--- src/rtl/lcd_scan_timer.sv ---
module lcd_scan_timer #(
  parameter int ROWS_MAX     = 17,
  parameter int ROWS_MIN     = 9,
  parameter int SLOT_CLKS    = 64,
  parameter int BLINK_FRAMES = 32,
  localparam int SLOT_W = $clog2(SLOT_CLKS),
  localparam int ROW_W  = $clog2(ROWS_MAX),
  localparam int FC_W   = $clog2(BLINK_FRAMES)
) (
  input  logic                clk,
  input  logic                rst_n,
  input  logic                duty9,
  output logic [ROWS_MAX-1:0] com_sel,
  output logic                frame_pulse,
  output logic                seg_latch,
  output logic                ac_phase,
  output logic                blink_phase,
  output logic [FC_W-1:0]     frame_cnt
);

  logic [SLOT_W-1:0] slot;
  logic [ROW_W-1:0]  row;
  logic              short_mode;

  wire              slot_end  = (slot == SLOT_W'(SLOT_CLKS - 1));
  wire [ROW_W-1:0]  last_row  = short_mode ? ROW_W'(ROWS_MIN - 1) : ROW_W'(ROWS_MAX - 1);
  wire              frame_end = slot_end && (row == last_row);
  wire              fc_wrap   = (frame_cnt == FC_W'(BLINK_FRAMES - 1));

  always_ff @(posedge clk or negedge rst_n) begin
    if (!rst_n) begin
      slot        <= '0;
      row         <= '0;
      short_mode  <= 1'b0;
      ac_phase    <= 1'b0;
      blink_phase <= 1'b0;
      frame_cnt   <= '0;
    end else begin
      slot <= slot_end ? '0 : slot + 1'b1;
      if (slot_end)
        row <= frame_end ? '0 : row + 1'b1;
      if (frame_end) begin
        short_mode <= duty9;
        ac_phase   <= ~ac_phase;
        frame_cnt  <= fc_wrap ? '0 : frame_cnt + 1'b1;
        if (fc_wrap)
          blink_phase <= ~blink_phase;
      end
    end
  end

  always_comb begin
    for (int i = 0; i < ROWS_MAX; i++)
      com_sel[i] = (row == ROW_W'(i));
  end

  assign seg_latch   = (slot == '0);
  assign frame_pulse = seg_latch && (row == '0);

endmodule

--- config.mk ---
export PLATFORM = sky130hd
export DESIGN_NAME = lcd_scan_timer
export DESIGN_NICKNAME = d
export VERILOG_FILES = /design/src/rtl/lcd_scan_timer.sv
export SDC_FILE = /design/constraint.sdc
export NUM_CORES = 1
export LEC_CHECK = 0
export BUFFER_PORTS_ARGS = -buffer_cell sky130_fd_sc_hd__buf_2
export CORE_UTILIZATION = 55
export CTS_CLUSTER_SIZE = 12
export DETAILED_ROUTE_END_ITERATION = 16
export PLACE_DENSITY_LB_ADDON = 0.12
export RECOVER_POWER = 50
export SLEW_MARGIN = 20
export SYNTH_ARGS = -nofsm -noshare
export SYNTH_HDL_FRONTEND = slang
export SYNTH_SLANG_ARGS = --single-unit
--- constraint.sdc ---
create_clock -name clk -period 3.6 [get_ports clk]
set_input_delay 0.72 -clock clk [delete_from_list [all_inputs] [get_ports clk]]
set_output_delay 0.72 -clock clk [all_outputs]
set_load 0.01 [all_outputs]
# Yosys cells after proc, flatten, opt, wreduce, memory -nomap -nowiden
# Cells that the tools add are included.
# op_classes
add_sub_neg	3
multipliers	0
n_div	0
magnitude_cmp	0
eq_ne	19
n_shift	0
n_mux	4
bitwise	2
n_reduce_logical	5
# op_table
op	n
$eq 5x4->1 const B	8
$eq 5x3->1 const B	4
$mux 5	3
$add 5x1->5 const B	2
$eq 5x2->1 const B	2
$eq 5x5->1 const B	2
$add 6x1->6 const B	1
$eq 6x6->1 const B	1
$logic_not 6->1	1
$mux 6	1
$eq 5x1->1 const B	1
$eq 5x5->1	1
$logic_not 5->1	1
$logic_and 1x1->1	2
$not 1->1	2
$reduce_and 2->1	1
# totals
reg_bits	19
latch_bits	0
mem_bits_rw	0
rom_bits	0
output_inout_bits	26
memories	0

# Longest topological paths before layout
# depth
ltp_word	4
depth_mapped	6
depth_no_buf	6

# Worst setup path after synthesis
# Ideal clock, no wire load.
# synth_path
path_kind	register to output
from	register row[0]
to	output port frame_pulse
arrival_time_ps	1345
setup_slack_ps	1535
stages_incl_launch_ff	6
n_path_buf	0
cell_sequence	dfrtp_1 > inv_1 > ha_1 > nand2b_1 > nor3_1 > and2_1
# synth_via
elab_chain_len	2
# synth_lines
element	line	rtl
start: declaration	22	logic [ROW_W-1:0] row;
start signal: assignment	41	row <= frame_end ? '0 : row + 1'b1;
$logic_not 5->1	--	
named net com_sel[0]	13	output logic [ROWS_MAX-1:0] com_sel,
$logic_and 1x1->1	58	assign frame_pulse = seg_latch && (row == '0);
end: declaration	14	output logic frame_pulse,
# The timed path passes the listed nets, and every way through them passes these cells.

# Worst setup path after layout
# layout_path
from	register row[0]
to	output port frame_pulse
# layout_via
elab_chain_len	2
# layout_lines
element	line
$logic_not 5->1	58
$logic_and 1x1->1	58
# Every way passes these cells.

==> impl_metrics.env <==
export IMPL_die_w_um=47.0
export IMPL_max_freq_mhz=411
export IMPL_switching_power_uw=73.3
export IMPL_critPathSlowestCell="dfrtp_1"
export IMPL_grt_start_max_net_pins=20
export IMPL_num_vias=911
export IMPL_place_hpwl_mm=1.67
export IMPL_final_cells=167
export IMPL_grtUsageTotal_pct=22.6
export IMPL_nFillCells=151
export IMPL_combinationalPowerShare_pct=1.4
export IMPL_grt_pass1_wl_mm=3.45
export IMPL_clockBufferDepth=2
export IMPL_core_area_mm2=0.00180
export IMPL_die_h_um=47.0
export IMPL_cts_hold_buffers=0
export IMPL_yosysUniqueCellTypes=33
export IMPL_hp_class="register to register"
export IMPL_synthArstFlopShare_pct=100
export IMPL_tightest_slew_ns=0.994
export IMPL_antenna_cells=0
export IMPL_synth_nets=125
export IMPL_crit_type="register to output port"
export IMPL_critical_path_required_ns=2.88
export IMPL_power_frac_seq_pct=64.7
export IMPL_clk_latency_ns=0.30
export IMPL_clkPwrFrac_pct=33.9
export IMPL_antenna_found_initial=0
export IMPL_drt_iter0_drc=14
export IMPL_placed_area_mm2=0.00127
export IMPL_die_area_mm2=0.00221
export IMPL_stdcell_area_mm2=0.00129
export IMPL_drc=0
export IMPL_syn_area_mm2=0.00111
export IMPL_area_growth_pct=16.1
export IMPL_routed_wl_mm=2.18
export IMPL_p_sw_share_pct=22.3
export IMPL_powerDensity_mw_per_mm2=255
export IMPL_fin_crit_ns=2.43
export IMPL_wl_per_cell_um=13.1
export IMPL_finalSetupViolations=0
export IMPL_cp_arrival_ns=1.71
export IMPL_yosys_register_bits=19
export IMPL_yosysSeqAreaShare_pct=42.7
export IMPL_start_kind="register"
export IMPL_leakagePower_nw=0.663
export IMPL_finalPower_uw=330
export IMPL_clk_pin_slew_worst_paths_ns=0.12
export IMPL_path_cells="inv_1, ha_1, nand2b_1, nor3_1, and2_1, buf_2"
export IMPL_h_tree_depth=1
export IMPL_skew_ns=0.00689
export IMPL_via_per_inst=5.46
export IMPL_rsz0062_at_grt="no"
export IMPL_finalMaxSlewViolations=0
export IMPL_post_cts_resized=0
export IMPL_cts_setup_buffers=0
export IMPL_period_share_pct=67.6
export IMPL_grt_pass1_vias=778
export IMPL_whs_ns=0.481
export IMPL_cts_inserted_buffers=3
export IMPL_nets=155
export IMPL_cp_end_kind="output port"
export IMPL_status="finished, final reports clean"
export IMPL_io_buffers=28
export IMPL_cap_violations=0
export IMPL_drt_pass1_iterations=4
export IMPL_overflow=0
export IMPL_slew_headroom_pct=33.7
export IMPL_syn_avg_cell_area_um2=9.84
export IMPL_cts_tree="done"
export IMPL_p_int_uw=256
export IMPL_placed_cells=163
export IMPL_finalSetupTns_ns=0
export IMPL_cts_sinks=19
export IMPL_initial_utilization_pct=61.7
export IMPL_synthCells=113
export IMPL_critPathMaxFanout=5
export IMPL_peakVddDrop_v=0.000201
export IMPL_ioPinCount=29
export IMPL_ant_nets=0
export IMPL_hold_viol=0
export IMPL_synth_edf_count=0
export IMPL_num_rows=15
export IMPL_final_layout_size_suffix_gt1_share_pct=21.8
export IMPL_ys_warn_count=0
export IMPL_place_gp_congestion=0.795
export IMPL_max_stage_delay_ns=0.43
export IMPL_root_buffer="clkbuf_4"
export IMPL_synth_ff_type="dfrtp_1"
final timing paths:
check / from / to / slack (ns) / cells after the start
max: row[0]$_DFFE_PN0N_ / frame_pulse / 1.17 / 6
min: blink_phase$_DFFE_PN0P_ / blink_phase$_DFFE_PN0P_ / 0.48 / 1
max reg2reg: row[3]$_DFFE_PN0N_ / frame_cnt[1]$_DFFE_PN0P_ / 1.51 / 3
min reg2reg: blink_phase$_DFFE_PN0P_ / blink_phase$_DFFE_PN0P_ / 0.48 / 1
max in group asynchronous: rst_n / row[1]$_DFFE_PN0N_ / 2.45 / 1
min in group asynchronous: rst_n / slot[2]$_DFF_PN0_ / 0.54 / 1
state kept, by name, summed over array words and instances (netlist names):
signal / count
row: 5
frame_cnt: 5
short_mode: 1
blink_phase: 1
slot: 6
ac_phase: 1
power by group through the flow:
stage / sequential [mW] / clock (mW) / combinational [mW]
2_1_floorplan: 0.218 / 0 / 0.00000945
3_3_place_gp: 0.217 / 0 / 0.00501
3_5_place_dp: 0.217 / 0 / 0.00520
4_1_cts: 0.213 / 0.115 / 0.00514
5_1_grt: 0.213 / 0.124 / 0.00566
6_report: 0.213 / 0.112 / 0.00460
cells by family (layout without fill, tap and decap cells):
family | Yosys count | after routing | synth area share [%]
adders and majority gates | 9 | 9 | 10.1
DFF | 19 | 19 | 42.7
AOI/OAI and AO/OA | 16 | 16 | 11.1
and+or+nand+nor | 51 | 51 | 25.0
xor gates and xnor gates | 5 | 5 | 3.94
muxes | 4 | 4 | 3.94
buffers and inverters | 9 | 38 | 3.15
synth_stat cells (2+ instances only):
library cell | count | area share [%]
dfrtp_1 | 19 | 43
ha_1 | 9 | 10
nor2_1 | 9 | 3.0
and3_1 | 8 | 4.5
nand2_1 | 8 | 2.7
nand3_1 | 7 | 3.1
inv_1 | 6 | 2.0
o21ai_0 | 6 | 2.7
nor3_1 | 5 | 2.2
and2_1 | 3 | 1.7
mux2_2 | 3 | 3.0
xor2_1 | 3 | 2.4
a31oi_1 | 2 | 1.1
clkbuf_1 | 2 | 0.68
nand2b_1 | 2 | 1.1
nor4b_1 | 2 | 1.6
o31ai_1 | 2 | 1.3
xnor2_1 | 2 | 1.6
final cells by class:
class | instances | area [µm²] | share of cell area [%]
Clock buffer | 3 | 22.5 | 1.74
Tap cell | 25 | 31.3 | 2.42
Multi-Input combinational cell | 85 | 602 | 46.6
Clock inverter | 1 | 7.51 | 0.581
Sequential cell | 19 | 475 | 36.8
Inverter | 6 | 22.5 | 1.74
Timing Repair Buffer | 28 | 130 | 10.1
stage by stage:
stage          worst slack [ns]  util (%)
2_1_floorplan              1.54         -
3_3_place_gp               1.57      70.6
3_5_place_dp               1.50      70.6
4_1_cts                    1.15      72.2
5_1_grt                    1.05      71.7
6_report                   1.17      71.7
worst max-delay path: cells and delay by family, from the launching register on:
| kind | cells | cell delay (ns) |
|---|---|---|
| AND/OR/NAND/NOR | 3 | 0.56 |
| adder cells (fa/ha/maj) | 1 | 0.19 |
| flip-flops | 1 | 0.43 |
| buffers and inverters | 2 | 0.24 |
cell usage in the layout, fill, tap and decap left out, types with 2 or more instances in the layout:
cell      count
buf_2        20
dfrtp_1      19
nor2_1        9
ha_1          9
and3_1        8
nand2_1       8
clkbuf_1      8
nand3_1       7
inv_1         6
o21ai_0       6
nor3_1        5
xor2_1        3
mux2_2        3
clkbuf_4      3
xnor2_1       2
nor4b_1       2
nand2b_1      2
and2_1        2
a31oi_1       2
o31ai_1       2
routing by layer:
metal	track usage, %	vias up	share of wire (%)
li1	-	460	-
met1	29.1	428	45
met2	39.4	23	51
met3	3.46	0	3.6
met4	6.86	0	0
met5	0	-	0
Power figures use the tool's default switching activity.
